### config.mk
export PLATFORM = sky130hd
export DESIGN_NAME = acc_phase_seq
export DESIGN_NICKNAME = d
export VERILOG_FILES = /design/src/rtl/acc_pkg.sv /design/src/rtl/acc_carry_latch.sv /design/src/rtl/acc_read_count.sv /design/src/rtl/acc_phase_fsm.sv /design/src/rtl/acc_phase_seq.sv
export SDC_FILE = /design/constraint.sdc
export NUM_CORES = 1
export LEC_CHECK = 0
export BUFFER_PORTS_ARGS = -buffer_cell sky130_fd_sc_hd__buf_2
export CAP_MARGIN = 5
export CELL_PAD_IN_SITES_DETAIL_PLACEMENT = 2
export CELL_PAD_IN_SITES_GLOBAL_PLACEMENT = 2
export CORE_ASPECT_RATIO = 2
export CORE_MARGIN = 5
export CORE_UTILIZATION = 30
export CTS_BUF_LIST = sky130_fd_sc_hd__clkbuf_4
export CTS_CLUSTER_DIAMETER = 40
export CTS_CLUSTER_SIZE = 12
export DETAILED_ROUTE_END_ITERATION = 16
export PLACE_DENSITY = 0.84
export SYNTH_ARGS = -nofsm -noshare
export SYNTH_HDL_FRONTEND = slang
export SYNTH_HIERARCHICAL = 1
export SYNTH_SLANG_ARGS = --single-unit
### constraint.sdc
create_clock -name clk -period 1.1 [get_ports clk]
set_clock_uncertainty 0.05 [all_clocks]
set_input_delay 0.055 -clock clk [delete_from_list [all_inputs] [get_ports clk]]
set_output_delay 0.055 -clock clk [all_outputs]
set_load 0.005 [all_outputs]
### src/rtl/acc_pkg.sv
package acc_pkg;
  typedef enum logic [3:0] {
    ST_IDLE,
    ST_AZ,
    ST_A_GO,
    ST_A_W,
    ST_B_GO,
    ST_B_W,
    ST_CRY,
    ST_CRY_W,
    ST_COPY,
    ST_RD_CLR,
    ST_RD_STEP,
    ST_RD_CHK
  } seq_state_e;
endpackage

### src/rtl/acc_carry_latch.sv
module acc_carry_latch (
  input  logic clk,
  input  logic rst_n,
  input  logic pulse_in,
  input  logic take,
  output logic pend
);
  logic pend_d;

  always_comb begin
    pend_d = pend;
    if (take)     pend_d = 1'b0;
    if (pulse_in) pend_d = 1'b1;
  end

  always_ff @(posedge clk or negedge rst_n) begin
    if (!rst_n) pend <= 1'b0;
    else        pend <= pend_d;
  end

  // a carry pulse is always held on the following cycle
  p_cin_held_r4: assert property (@(posedge clk) disable iff (!rst_n)
    pulse_in |=> pend);
endmodule

### src/rtl/acc_read_count.sv
module acc_read_count #(
  parameter int W = 4
) (
  input  logic         clk,
  input  logic         rst_n,
  input  logic         clr,
  input  logic         chk,
  input  logic         fire,
  output logic         done,
  output logic [W-1:0] sum,
  output logic         err
);
  localparam logic [W-1:0] CNT_MAX = '1;

  logic [W-1:0] cnt_q;
  logic [W-1:0] cnt_d;

  assign done = chk && (fire || cnt_q == CNT_MAX);

  always_comb begin
    cnt_d = cnt_q;
    if (clr)               cnt_d = '0;
    else if (chk && !done) cnt_d = cnt_q + 1'b1;
  end

  always_ff @(posedge clk or negedge rst_n) begin
    if (!rst_n) begin
      cnt_q <= '0;
      sum   <= '0;
      err   <= 1'b0;
    end else begin
      cnt_q <= cnt_d;
      if (done) begin
        sum <= cnt_q;
        err <= !fire;
      end
    end
  end

  // a saturated read always reports the top code
  p_sat_value_r9: assert property (@(posedge clk) disable iff (!rst_n)
    err |-> sum == CNT_MAX);
endmodule

### src/rtl/acc_phase_fsm.sv
module acc_phase_fsm
  import acc_pkg::*;
#(
  parameter int W = 4
) (
  input  logic         clk,
  input  logic         rst_n,
  input  logic         add_req,
  input  logic         read_req,
  input  logic [W-1:0] opa,
  input  logic [W-1:0] opb,
  input  logic         dac_done,
  input  logic         cmp_fire,
  input  logic         cin_pend,
  input  logic         rd_done,
  output logic         cin_take,
  output logic         rd_clr,
  output logic         rd_chk,
  output logic         az_en,
  output logic         dis_a,
  output logic         dis_b,
  output logic         route_b,
  output logic         neg_sel_b,
  output logic         copy_en,
  output logic         lsb_b,
  output logic         dac_start,
  output logic [W-1:0] dac_code,
  output logic         carry_out,
  output logic         ready
);
  localparam logic [W-1:0] ONE_LSB = {{(W-1){1'b0}}, 1'b1};

  seq_state_e   state_q, state_d;
  logic         ovf_q;
  logic         cout_q;
  logic [W-1:0] opa_q, opb_q;
  logic         accept_add;
  logic         integrating;
  logic         ovf_hit;

  assign accept_add  = (state_q == ST_IDLE) && add_req;
  assign integrating = state_q inside {ST_A_GO, ST_A_W, ST_B_GO, ST_B_W, ST_CRY, ST_CRY_W};
  assign ovf_hit     = integrating && cmp_fire && !ovf_q;

  always_comb begin
    state_d = state_q;
    unique case (state_q)
      ST_IDLE: begin
        if (add_req)       state_d = ST_AZ;
        else if (read_req) state_d = ST_RD_CLR;
      end
      ST_AZ:      state_d = ST_A_GO;
      ST_A_GO:    state_d = ST_A_W;
      ST_A_W:     if (dac_done) state_d = ST_B_GO;
      ST_B_GO:    state_d = ST_B_W;
      ST_B_W:     if (dac_done) state_d = ST_CRY;
      ST_CRY:     state_d = cin_pend ? ST_CRY_W : ST_COPY;
      ST_CRY_W:   if (dac_done) state_d = ST_COPY;
      ST_COPY:    state_d = ST_RD_CLR;
      ST_RD_CLR:  state_d = ST_RD_STEP;
      ST_RD_STEP: state_d = ST_RD_CHK;
      ST_RD_CHK:  state_d = rd_done ? ST_IDLE : ST_RD_STEP;
      default:    state_d = ST_IDLE;
    endcase
  end

  always_ff @(posedge clk or negedge rst_n) begin
    if (!rst_n) begin
      state_q <= ST_IDLE;
      ovf_q   <= 1'b0;
      cout_q  <= 1'b0;
      opa_q   <= '0;
      opb_q   <= '0;
    end else begin
      state_q <= state_d;
      cout_q  <= ovf_hit;
      if (state_q == ST_AZ) ovf_q <= 1'b0;
      else if (ovf_hit)     ovf_q <= 1'b1;
      if (accept_add) begin
        opa_q <= opa;
        opb_q <= opb;
      end
    end
  end

  always_comb begin
    az_en     = (state_q == ST_AZ);
    dis_a     = (state_q == ST_AZ);
    dis_b     = (state_q == ST_AZ) || (state_q == ST_RD_CLR);
    cin_take  = (state_q == ST_CRY) && cin_pend;
    dac_start = (state_q == ST_A_GO) || (state_q == ST_B_GO) || cin_take;
    dac_code  = (state_q == ST_A_GO) ? opa_q :
                (state_q == ST_B_GO) ? opb_q : ONE_LSB;
    neg_sel_b = state_q inside {ST_COPY, ST_RD_CLR, ST_RD_STEP, ST_RD_CHK};
    copy_en   = (state_q == ST_COPY) && ovf_q;
    rd_clr    = (state_q == ST_RD_CLR);
    lsb_b     = (state_q == ST_RD_STEP);
    rd_chk    = (state_q == ST_RD_CHK);
    ready     = (state_q == ST_IDLE);
    route_b   = ovf_q;
    carry_out = cout_q;
  end

  // autozero is followed at once by the first DAC write
  p_az_start_r2: assert property (@(posedge clk) disable iff (!rst_n)
    az_en |=> dac_start);
  // the carry pulse lasts a single cycle
  p_cout_single_r5: assert property (@(posedge clk) disable iff (!rst_n)
    carry_out |=> !carry_out);
  // copy-back hands over to the read clear
  p_copy_then_clear_r6: assert property (@(posedge clk) disable iff (!rst_n)
    copy_en |=> (dis_b && neg_sel_b));
  // every LSB step is compared against capacitor B
  p_step_sense_r7: assert property (@(posedge clk) disable iff (!rst_n)
    lsb_b |=> neg_sel_b);
  // ready returns right after the final check
  p_ready_after_read_r1: assert property (@(posedge clk) disable iff (!rst_n)
    (rd_chk && rd_done) |=> ready);
  // autozero only starts from idle
  p_az_from_idle_r10: assert property (@(posedge clk) disable iff (!rst_n)
    $rose(az_en) |-> $past(ready));
endmodule

### src/rtl/acc_phase_seq.sv
module acc_phase_seq #(
  parameter int W = 4
) (
  input  logic         clk,
  input  logic         rst_n,
  input  logic         add_req,
  input  logic         read_req,
  input  logic [W-1:0] opa,
  input  logic [W-1:0] opb,
  input  logic         carry_in,
  input  logic         cmp_fire,
  input  logic         dac_done,
  output logic         az_en,
  output logic         dis_a,
  output logic         dis_b,
  output logic         route_b,
  output logic         neg_sel_b,
  output logic         copy_en,
  output logic         lsb_b,
  output logic         dac_start,
  output logic [W-1:0] dac_code,
  output logic         carry_out,
  output logic [W-1:0] sum,
  output logic         sum_err,
  output logic         ready
);
  logic [1:0] rst_sync_q;
  logic       rst_int_n;
  logic       cin_pend, cin_take;
  logic       rd_clr, rd_chk, rd_done;

  always_ff @(posedge clk or negedge rst_n) begin
    if (!rst_n) rst_sync_q <= 2'b00;
    else        rst_sync_q <= {rst_sync_q[0], 1'b1};
  end
  assign rst_int_n = rst_sync_q[1];

  acc_carry_latch u_cin (
    .clk      (clk),
    .rst_n    (rst_int_n),
    .pulse_in (carry_in),
    .take     (cin_take),
    .pend     (cin_pend)
  );

  acc_read_count #(.W(W)) u_rd (
    .clk   (clk),
    .rst_n (rst_int_n),
    .clr   (rd_clr),
    .chk   (rd_chk),
    .fire  (cmp_fire),
    .done  (rd_done),
    .sum   (sum),
    .err   (sum_err)
  );

  acc_phase_fsm #(.W(W)) u_fsm (
    .clk       (clk),
    .rst_n     (rst_int_n),
    .add_req   (add_req),
    .read_req  (read_req),
    .opa       (opa),
    .opb       (opb),
    .dac_done  (dac_done),
    .cmp_fire  (cmp_fire),
    .cin_pend  (cin_pend),
    .rd_done   (rd_done),
    .cin_take  (cin_take),
    .rd_clr    (rd_clr),
    .rd_chk    (rd_chk),
    .az_en     (az_en),
    .dis_a     (dis_a),
    .dis_b     (dis_b),
    .route_b   (route_b),
    .neg_sel_b (neg_sel_b),
    .copy_en   (copy_en),
    .lsb_b     (lsb_b),
    .dac_start (dac_start),
    .dac_code  (dac_code),
    .carry_out (carry_out),
    .ready     (ready)
  );
endmodule

==> results of run 1 <==
[what timing repair did]
item / CTS
hold buffers: 11
endpoints found under the setup margin: 36
resized for setup: 84
endpoints found under the hold margin: 11
setup buffers: 19
pin swaps: 22
[per-stage QoR]
| stage | area [um2] | utilization (%) | worst slack, ns |
|---|---|---|---|
| 2_1_floorplan | 1400 | - | -0.403 |
| 3_3_place_gp | 1810 | 41.8 | -0.432 |
| 3_5_place_dp | 1810 | 41.8 | -0.506 |
| 4_1_cts | 2430 | 56.0 | -0.515 |
[cells by family after synthesis]
kind of cell | Yosys count
other | 1
AOI/OAI and AO/OA | 33
muxes | 14
buffers and inverters | 13
adders and majority gates | 1
DFF | 26
and+or+nand+nor | 44
==> impl_metrics.yaml, run 1 <==
run_status:
  flow.first_error: "[ERROR DPL-0033] detailed placement checks failed during check placement."
  failed_stage: "global routing (5_1_grt)"
  outcome: "aborted with a tool error"
logic_synthesis:
  synth_top_cells_by_area: "dfrtp_1 49%, mux2_2 12%, o21ai_0 4.9%, nor2_1 3.6%, nor2b_1 3.3%"
  synth_compound_area_share_pct: 15.7
  synth_top_area_share_pct: 48.5
  synth_top_family_by_area: "simple AND/OR/NAND/NOR gates"
  syn_nets: 148
  synthCells: 132
  synthArstFlopShare_pct: 100
  synthTopCellsByCount: "26 x dfrtp_1, 14 x mux2_2, 13 x nor2_1, 13 x o21ai_0"
  synth_xor_area_share_pct: 0
  yosysTopAreaCell: "dfrtp_1"
  synth-main-ff-cell: "dfrtp_1"
  ys.warnings.count: 6
  netlist_area_mm2: 0.00134
  avgSynthCellArea_um2: 10.2
  synth-simple-area-share_pct: 18.4
  yosysMostFrequentCell: "dfrtp_1"
  synth-edff-count: 0
  seq_area_frac_synth_pct: 48.5
  synthDistinctLibCells: 35
  synthAdderAreaFrac_pct: 0.933
  ys_ff_latch: 26
  synth.area.mux_share_pct: 11.8
floorplan:
  num_rows: 34
  ios: 34
  chipHeight_um: 105
  fp.dieW_um: 57.3
  start_util_pct: 30.9
timing:
  worst_path_end_type: "top-level output"
  crit_endpoint: "dac_start"
clock_tree:
  clock_sinks: 26
  cts_max_path_buffers: 2
  htree_levels: 1
  cts_buffers: 3
  root_buffer: "clkbuf_4"
place:
  placed_cells: 242
  place_congestion: 0.819
  portBuffers: 33
  post-dp-hpwl_um: 3590
grt:
  grt_max_degree: 16
  antenna_found_initial: 1
==> run 2: changes to the inputs <==
- CELL_PAD_IN_SITES_DETAIL_PLACEMENT: 2 -> unset
- CELL_PAD_IN_SITES_GLOBAL_PLACEMENT: 2 -> unset
- CORE_AREA: unset -> 5 5 66 68
- CORE_ASPECT_RATIO: 2 -> unset
- CORE_MARGIN: 5 -> unset
- CORE_UTILIZATION: 30 -> unset
- CTS_BUF_LIST: sky130_fd_sc_hd__clkbuf_4 -> unset
- CTS_CLUSTER_DIAMETER: 40 -> unset
- CTS_CLUSTER_SIZE: 12 -> unset
- DIE_AREA: unset -> 0 0 71 73
- PLACE_DENSITY: 0.84 -> unset
- PLACE_DENSITY_LB_ADDON: unset -> 0.15
- clock period: 1.1 -> 1.4 ns (I/O delays scaled with it)
==> run 2 against run 1 <==
The flow now finishes, with violations (negative setup slack). Synthesized cell count unchanged. Synthesized area unchanged.
==> impl_metrics.yaml, run 2 <==
logic_synthesis:
  netlist_area_mm2: 0.00134
  synthCells: 132
  seq_area_frac_synth_pct: 48.5
  synthArstFlopShare_pct: 100
  syn_nets: 148
  ys_ff_latch: 26
  synth-main-ff-cell: "dfrtp_1"
  yosysMostFrequentCell: "dfrtp_1"
  synth-edff-count: 0
  synth_top_area_share_pct: 48.5
  synthDistinctLibCells: 35
  yosysTopAreaCell: "dfrtp_1"
  synthTopCellsByCount: "26 x dfrtp_1, 14 x mux2_2, 13 x nor2_1, 13 x o21ai_0"
  avgSynthCellArea_um2: 10.2
  synth_top_cells_by_area: "dfrtp_1 49%, mux2_2 12%, o21ai_0 4.9%, nor2_1 3.6%, nor2b_1 3.3%"
  ys.warnings.count: 6
grt:
  grt_util_met3_pct: 2.48
  grt_pass1_wl_um: 6490
  antenna_found_initial: 0
  track_usage_pct: 15.5
  met2_usage_pct: 28.0
  grt_max_degree: 14
  busiest_layer: "met2"
  grt_pass1_vias: 1360
  grt_use_met1_pct: 19.9
  overflow: 0
critical_path:
  critPathMaxFanout: 4
  path_common_cell: "buf_6"
  cp-start-kind: "flop"
  worstPathCellList: "buf_6 -> buf_6 -> nand2_4 -> nor2_4 -> inv_4 -> or3_4 -> a21oi_2"
  critPathKind: "reg2reg"
  critPathArrivalTime_ns: 1.69
  crit_path_top_delay_cell: "dfrtp_2"
  worst-path-buf-inv: 3
  slowest_delay_ns: 0.42
  critPathRequiredTime_ns: 1.55
  end_kind: "flop"
  crit_family: "simple AND/OR/NAND/NOR gates"
clock_tree:
  htree_levels: 1
  cts_buffers: 3
  root_buffer: "clkbuf_8"
  cts_tree: "yes"
  clock_latency_ns: 0.26
  cts.clk_slew.worst_paths_ns: 0.09
  clock_sinks: 26
  cts_max_path_buffers: 2
cells_and_area:
  layout_commonest_cell: "buf_2"
  drive_gt1_share_pct: 61.9
  fillerInstances: 334
  final_cell_mix: "32 x buf_2, 30 x buf_4, 24 x dfrtp_1"
  final_util_pct: 61.0
  nNetsFinal: 236
  fin_area_mm2: 0.00232
  antenna_cells: 0
  ff_latch_area_um2: 653
  area.growth.synth_to_final_pct: 72.8
  multiInputGateArea_um2: 846
timing:
  fin_hold_ws_ns: 0.0550
  slew_viol_final: 0
  layout_setup_ws_ns: -0.146
  rsz0062_at_grt: "yes"
  finalCriticalPeriod_ns: 1.55
  final_hold_viol_count: 0
  fmax_ghz: 0.647
  min_period_over_period_pct: 110
  setup_violations: 31
place:
  post-dp-hpwl_um: 2600
  placed_area_mm2: 0.00181
  place_congestion: 0.887
  dp_slack_ns: -0.158
  portBuffers: 33
drt:
  wirelength_um: 3920
  drtIter0Drc: 123
  viasPerCell: 4.92
  drc: 0
  drtAntennaViolNets: 0
  dr.pass1.iters: 4
  detail_route.wl_per_cell_um: 14.6
  num_vias: 1319
floorplan:
  die_area_mm2: 0.00518
  coreArea_mm2: 0.00380
  chipHeight_um: 73
  num_rows: 23
  start_util_pct: 35.3
  ios: 34
  fp.dieW_um: 71
run_status:
  outcome: "complete, but fails checks"
  failed_checks: "negative setup slack"
power_and_ir_drop:
  internal_power_w: 0.00267
  p_per_area_mw_per_mm2: 1840
  comb_power_share_pct: 61.1
  netSwitchingPower_w: 0.00159
  irDropWorstVdd_mv: 0.816
  p_seq_share_pct: 29.1
  switching_share_pct: 37.2
  leakage_nw: 1.14
  clockPowerShare_pct: 9.8
  power_w: 0.00426
min_path:
  hold_class: "in2async"
run:
  cap_violations: 0
==> run 2: repair_timing <==
action,4_1_cts,5_1_grt
hold buffers,10,0
pin swaps,12,11
gates cloned,0,0
endpoints found under the hold margin,11,0
setup buffers,10,5
gates resized for setup,40,24
setup endpoints to repair,31,33
==> run 2: kinds of logic after synthesis <==
| logic type | synth area share (%) |
|---|---|
| compound gates | 15.7 |
| fa+ha+maj | 0.933 |
| buf+inv | 4.48 |
| flops | 48.5 |
| mux | 11.8 |
| other cells | 0.280 |
| simple gates | 18.4 |
==> run 2: cell type report <==
| cell class | count | share of cell area, % |
|---|---|---|
| clock buffers | 3 | 1.78 |
| multi-input cells | 93 | 36.5 |
| flip-flops and latches | 26 | 28.2 |
| repair buffers | 89 | 29.6 |
| inverters | 7 | 1.24 |
| well taps | 50 | 2.70 |
==> run 2: routing by layer <==
metal  up-vias  part of all wire [%]
met2        39                    53
met4         0                  0.43
met3         2                   4.7
met1       639                    42
li1        639                     -
met5         -                     0
==> run 2: power groups by stage <==
| stage | clock network, W | logic (W) | registers [W] |
|---|---|---|---|
| after floorplan | 0 | 0.00103 | 0.00121 |
| after global placement | 0 | 0.00175 | 0.00122 |
| after detailed placement | 0 | 0.00178 | 0.00123 |
| after CTS | 0.000431 | 0.00231 | 0.00123 |
| after global routing | 0.000463 | 0.00282 | 0.00128 |
| final | 0.000419 | 0.00260 | 0.00124 |
==> run 2: worst paths after layout <==
| path | cells past startpoint | slack (ns) | end | from |
|---|---|---|---|---|
| min | 2 | 0.05 | rst_sync_q[0]$_DFF_PN0_ | rst_n |
| min in group clk | 2 | 0.06 | u_rd/err$_DFFE_PN0P_ | cmp_fire |
| max reg2reg | 7 | -0.15 | u_rd/cnt_q[0]$_DFFE_PN0P_ | u_fsm/state_q[0]$_DFFE_PN0P_ |
| min reg2reg | 0 | 0.08 | u_fsm/state_q[2]$_DFFE_PN0P_ | rst_sync_q[1]$_DFF_PN0_ |
| max | 7 | -0.15 | u_rd/cnt_q[0]$_DFFE_PN0P_ | u_fsm/state_q[0]$_DFFE_PN0P_ |
| max in group asynchronous | 1 | 0.77 | u_fsm/route_b$_DFFE_PN0P_ | rst_sync_q[1]$_DFF_PN0_ |
==> run 2: metrics by stage <==
step / std cells / setup TNS [ns]
2_1_floorplan: 132 / -1.10
3_3_place_gp: 240 / -1.43
3_5_place_dp: 240 / -1.68
4_1_cts: 263 / -2.38
5_1_grt: 268 / -4.98
6_report: 268 / -3.00
Power figures use the tool's default switching activity.
==> run 3: changes to the inputs <==
- ABC_AREA: unset -> 1
==> run 3 against run 2 <==
The run still ends with negative setup slack left. Register-to-register slack about the same. Worst setup slack better by 0.0051 ns. Core utilization grew 0.69 points. Synthesized area up 4.1%. Via count increased by 14%. Critical path type unchanged. Largest power group unchanged.
==> impl_metrics.yaml, run 3 <==
floorplan:
  chipHeight_um: 73
  fp.dieW_um: 71
  num_rows: 23
  ios: 34
  start_util_pct: 36.8
  coreArea_mm2: 0.00380
  die_area_mm2: 0.00518
critical_path:
  worstPathCellList: "buf_6 -> nor2_4 -> inv_2 -> nor2_4 -> buf_4 -> buf_6 -> nand2_1 -> nor2_1 -> nand4_1 -> nand2_1 -> nor2_1"
  end_kind: "flop"
  critPathKind: "reg2reg"
  critPathMaxFanout: 3
  crit_family: "simple AND/OR/NAND/NOR gates"
  worst-path-buf-inv: 4
  critPathRequiredTime_ns: 1.51
  cp-start-kind: "flop"
  critPathArrivalTime_ns: 1.66
  slowest_delay_ns: 0.42
  crit_path_top_delay_cell: "dfrtp_1"
logic_synthesis:
  yosysMostFrequentCell: "nand2_1"
  synth-edff-count: 0
  synthTopCellsByCount: "60 x nand2_1, 26 x dfrtp_1, 22 x nand3_1"
  synthDistinctLibCells: 28
  ys.warnings.count: 6
  synthArstFlopShare_pct: 100
  synthCells: 186
  synth-main-ff-cell: "dfrtp_1"
  avgSynthCellArea_um2: 7.51
  ys_ff_latch: 26
  netlist_area_mm2: 0.00140
  synth_top_cells_by_area: "dfrtp_1 47%, nand2_1 16%, nand3_1 7.9%, nor2_1 5.1%, inv_1 4.6%"
  seq_area_frac_synth_pct: 46.6
  syn_nets: 202
  synth_top_area_share_pct: 46.6
  yosysTopAreaCell: "dfrtp_1"
timing:
  slew_viol_final: 0
  final_hold_viol_count: 0
  setup_violations: 18
  final.setup.tns_ns: -1.32
  finalCriticalPeriod_ns: 1.54
  rsz0062_at_grt: "yes"
  fmax_ghz: 0.649
  min_period_over_period_pct: 110
  layout_setup_ws_ns: -0.141
place:
  place_congestion: 0.839
  portBuffers: 33
  placed_cells: 291
  post-dp-hpwl_um: 2680
  placed_area_mm2: 0.00182
grt:
  overflow: 0
  grt_pass1_vias: 1547
  antenna_found_initial: 0
  track_usage_pct: 15.7
  grt_pass1_wl_um: 6620
  grt_max_degree: 16
power_and_ir_drop:
  leakage_nw: 1.27
  irDropWorstVdd_mv: 0.931
  p_per_area_mw_per_mm2: 1960
cells_and_area:
  drive_gt1_share_pct: 46.4
  area.growth.synth_to_final_pct: 67.8
  layout_commonest_cell: "nand2_1"
  final_cells: 324
  nNetsFinal: 292
  fin_area_mm2: 0.00234
  antenna_cells: 0
  final_cell_mix: "49 x nand2_1, 32 x buf_2, 30 x buf_4"
clock_tree:
  htree_levels: 1
  cts_max_path_buffers: 2
  root_buffer: "clkbuf_8"
  cts_buffers: 3
  clock_latency_ns: 0.26
  clock_sinks: 26
  cts_tree: "yes"
  cts.clk_slew.worst_paths_ns: 0.09
drt:
  drc: 0
  drtAntennaViolNets: 0
  viasPerCell: 4.65
  num_vias: 1507
  detail_route.wl_per_cell_um: 12.3
  dr.pass1.iters: 4
  wirelength_um: 3990
  drtIter0Drc: 75
run_status:
  outcome: "complete, but fails checks"
  failed_checks: "negative setup slack"
run:
  cap_violations: 0
min_path:
  hold_class: "in2reg"
run 3: cell count changes after synthesis, moves of 5 or more:
cell,before,now
nand2_1,2,60
nand3_1,6,22
mux2_2,14,0
o21ai_0,13,2
inv_1,7,17
nor2b_1,7,0
nor2_1,13,19
nand2_2,1,6
run 3: layout make-up:
cell class              instances  area (um2)
clock buffers                   3        41.3
inverters                      22         103
flip-flops and latches         26         651
fillers                       355        1460
well taps                      50        62.6
repair buffers                 88         673
multi-input cells             135         813
run 3: layer usage:
metal | track usage [%] | up-vias | part of all wire (%)
li1 | - | 764 | -
met1 | 18.3 | 699 | 41
met2 | 29.7 | 38 | 53
met3 | 2.89 | 6 | 4.6
met4 | 3.55 | 0 | 1.3
met5 | 0 | - | 0
run 3: worst reg2reg max path, delay by kind of cell (launching register included):
family / cells / cell delay [ns]
buffers and inverters: 4 / 0.41
flip-flops: 1 / 0.42
AND/OR/NAND/NOR: 7 / 0.58
run 3: worst paths after layout:
kind | startpoint | slack (ns) | cells after the start | to
setup / recovery | u_fsm/state_q[2]$_DFFE_PN0P_ | -0.14 | 11 | u_rd/cnt_q[3]$_DFFE_PN0P_
hold / removal | dac_done | 0.02 | 4 | u_fsm/state_q[1]$_DFFE_PN0P_
setup reg to reg | u_fsm/state_q[2]$_DFFE_PN0P_ | -0.14 | 11 | u_rd/cnt_q[3]$_DFFE_PN0P_
hold reg to reg | rst_sync_q[1]$_DFF_PN0_ | 0.13 | 1 | u_fsm/route_b$_DFFE_PN0P_
max in group asynchronous | rst_sync_q[1]$_DFF_PN0_ | 0.96 | 1 | u_fsm/state_q[3]$_DFFE_PN0P_
min in group asynchronous | rst_n | 0.06 | 2 | rst_sync_q[0]$_DFF_PN0_
run 3: timing repair:
item / in CTS / in global routing
endpoints found under the hold margin: 12 / 0
hold buffers: 11 / 0
gates resized for setup: 27 / 32
buffers inserted: 10 / 9
setup endpoints to repair: 13 / 26
pin swaps: 5 / 10
run 3: power breakdown:
group	leakage [nW]	total (W)	internal [W]	switching (W)
logic	0.917	0.00297	0.00145	0.00152
registers	0.326	0.00121	0.00103	0.000178
clock network	0.0216	0.000421	0.000193	0.000228
run 3: logic make-up after synthesis:
| logic type | count (synthesis) | synth area share, % |
|---|---|---|
| compound gates | 15 | 6.72 |
| other cells | 1 | 0.269 |
| buf+inv | 25 | 7.53 |
| flops | 26 | 46.6 |
| simple gates | 118 | 38.0 |
| fa+ha+maj | 1 | 0.896 |
run 3: through the flow:
stage          util, %  worst slack, ns  power (W)  hold WS (ns)
2_1_floorplan        -          -0.0837    0.00233        -0.276
3_3_place_gp      48.0          0.00655    0.00325        -0.192
3_5_place_dp      48.0         -0.00676    0.00325        -0.190
4_1_cts           56.6           -0.139    0.00415       0.00673
5_1_grt           61.7           -0.263    0.00498        0.0315
6_report          61.7           -0.141    0.00460        0.0187
==> run 4: changes to the inputs <==
- SETUP_SLACK_MARGIN: unset -> 0.5
==> run 4 against run 3 <==
Non-clock buffer count increased by 17. First-iteration DRC count increased by 16%. Highest routed layer unchanged. The flow still finishes with violations (negative setup slack). Sequential share of layout area decreased by 3.3 points.
==> impl_metrics.yaml, run 4 (synthesis gave the netlist of run 3 again) <==
cells_and_area:
  final_util_pct: 70.1
  area.growth.synth_to_final_pct: 90.8
  fin_area_mm2: 0.00266
  drive_gt1_share_pct: 55.5
  layout_commonest_cell: "nand2_1"
  nNetsFinal: 309
  final_cell_mix: "45 x nand2_1, 32 x buf_2, 31 x buf_4"
  antenna_cells: 0
drt:
  viasPerCell: 4.75
  wirelength_um: 4580
  detail_route.wl_per_cell_um: 13.4
  num_vias: 1624
  drtIter0Drc: 87
  dr.pass1.iters: 4
  drc: 0
  drtAntennaViolNets: 0
critical_path:
  worstPathCellList: "buf_6 -> nor2_4 -> inv_2 -> nor2_4 -> nand2_4 -> clkinv_4 -> inv_2 -> o211ai_1 -> nand2_1 -> nor2_1 -> nor2_1"
  crit_path_top_delay_cell: "dfrtp_2"
  critPathMaxFanout: 3
  slowest_delay_ns: 0.44
  critPathRequiredTime_ns: 1.53
  critPathArrivalTime_ns: 1.76
  cp-start-kind: "flop"
  worst-path-buf-inv: 4
  crit_family: "simple AND/OR/NAND/NOR gates"
  critPathKind: "reg2reg"
  end_kind: "flop"
timing:
  final_hold_viol_count: 0
  min_period_over_period_pct: 117
  slew_viol_final: 0
  setup_violations: 25
  finalCriticalPeriod_ns: 1.63
  rsz0062_at_grt: "yes"
  fmax_ghz: 0.612
  layout_setup_ws_ns: -0.234
grt:
  overflow: 0
  grt_pass1_vias: 1620
  track_usage_pct: 17.5
  grt_max_degree: 25
  antenna_found_initial: 0
  grt_pass1_wl_um: 7230
power_and_ir_drop:
  irDropWorstVdd_mv: 0.957
  p_per_area_mw_per_mm2: 2060
  power_w: 0.00550
  leakage_nw: 1.41
floorplan:
  fp.dieW_um: 71
  start_util_pct: 36.8
  chipHeight_um: 73
  ios: 34
  die_area_mm2: 0.00518
  num_rows: 23
  coreArea_mm2: 0.00380
clock_tree:
  cts_max_path_buffers: 2
  cts_buffers: 3
  cts.clk_slew.worst_paths_ns: 0.10
  clock_sinks: 26
  root_buffer: "clkbuf_8"
  htree_levels: 1
  cts_tree: "yes"
  clock_latency_ns: 0.28
place:
  dp_slack_ns: -0.0154
  place_congestion: 0.786
  placed_area_mm2: 0.00182
  portBuffers: 33
  post-dp-hpwl_um: 2650
min_path:
  hold_class: "in2reg"
run_status:
  failed_checks: "negative setup slack"
  outcome: "complete, but fails checks"
run:
  cap_violations: 0
run 4: changes by cell type in the layout (fill, tap and decap cells not counted), moves of 2 or more:
cell     before  now
nand3_4       0    3
nand2_1      49   45
inv_4         1    4
nand2_4       7   10
buf_12        1    3
a21oi_2       0    2
nand3_1      21   14
buf_6        14   28
nor2_2        0    2
o21ai_2       3    5
inv_2         4    2
nor2_1       14   12
nand3_2       2    6
run 4: cell type report:
class,instances,area (um2)
inverter,22,103
tap,50,62.6
clock buffer,3,41.3
clock inverter,1,30.0
fill,294,1130
timing repair buffer,105,878
sequential,26,652
multi-input combinational,135,897
run 4: where the power goes:
group / internal, W / switching, W
Combinational: 0.00184 / 0.00177
Clock: 0.000384 / 0.000273
Sequential: 0.00103 / 0.000197
run 4: worst paths after layout:
path | from | endpoint | slack, ns | depth (start not counted)
worst max register to register | u_fsm/state_q[2]$_DFFE_PN0P_ | u_fsm/state_q[3]$_DFFE_PN0P_ | -0.23 | 11
worst max-delay path | u_fsm/state_q[2]$_DFFE_PN0P_ | u_fsm/state_q[3]$_DFFE_PN0P_ | -0.23 | 11
worst min register to register | rst_sync_q[1]$_DFF_PN0_ | u_rd/sum[0]$_DFFE_PN0P_ | 0.18 | 1
min in group asynchronous | rst_n | rst_sync_q[0]$_DFF_PN0_ | 0.04 | 2
max in group asynchronous | rst_sync_q[1]$_DFF_PN0_ | u_fsm/state_q[2]$_DFFE_PN0P_ | 0.86 | 1
worst min-delay path | dac_done | u_fsm/state_q[1]$_DFFE_PN0P_ | 0.01 | 4
run 4: repair_timing:
action	CTS	global route
buffers inserted	29	10
hold endpoints to repair	13	0
resized for setup	59	33
setup endpoints to repair	42	43
pin swaps	31	20
hold buffers	11	0
run 4: worst register-to-register path, delay by kind of cell (launching register included):
kind | cells | cell delay (ns)
buffers and inverters | 4 | 0.26
AOI/OAI and AO/OA | 1 | 0.19
and+or+nand+nor | 6 | 0.58
DFF | 1 | 0.44
run 4: through the flow:
stage / hold slack (ns) / TNS (ns) / std cells
floorplan: -0.276 / -0.163 / 186
global placement: -0.195 / 0 / 288
detailed placement: -0.193 / -0.0260 / 288
CTS: -0.00187 / -2.16 / 332
global route: 0.0126 / -5.42 / 342
finish: 0.0125 / -3.90 / 342
run 4: per-layer routing:
metal	share of wire, %	GRT usage, %	vias up	routed length (um)
li1	-	-	806	-
met3	4.5	2.48	5	208
met4	1.2	5.01	0	53
met1	43	20.8	768	1960
met2	52	32.6	45	2360
met5	0	0	-	0
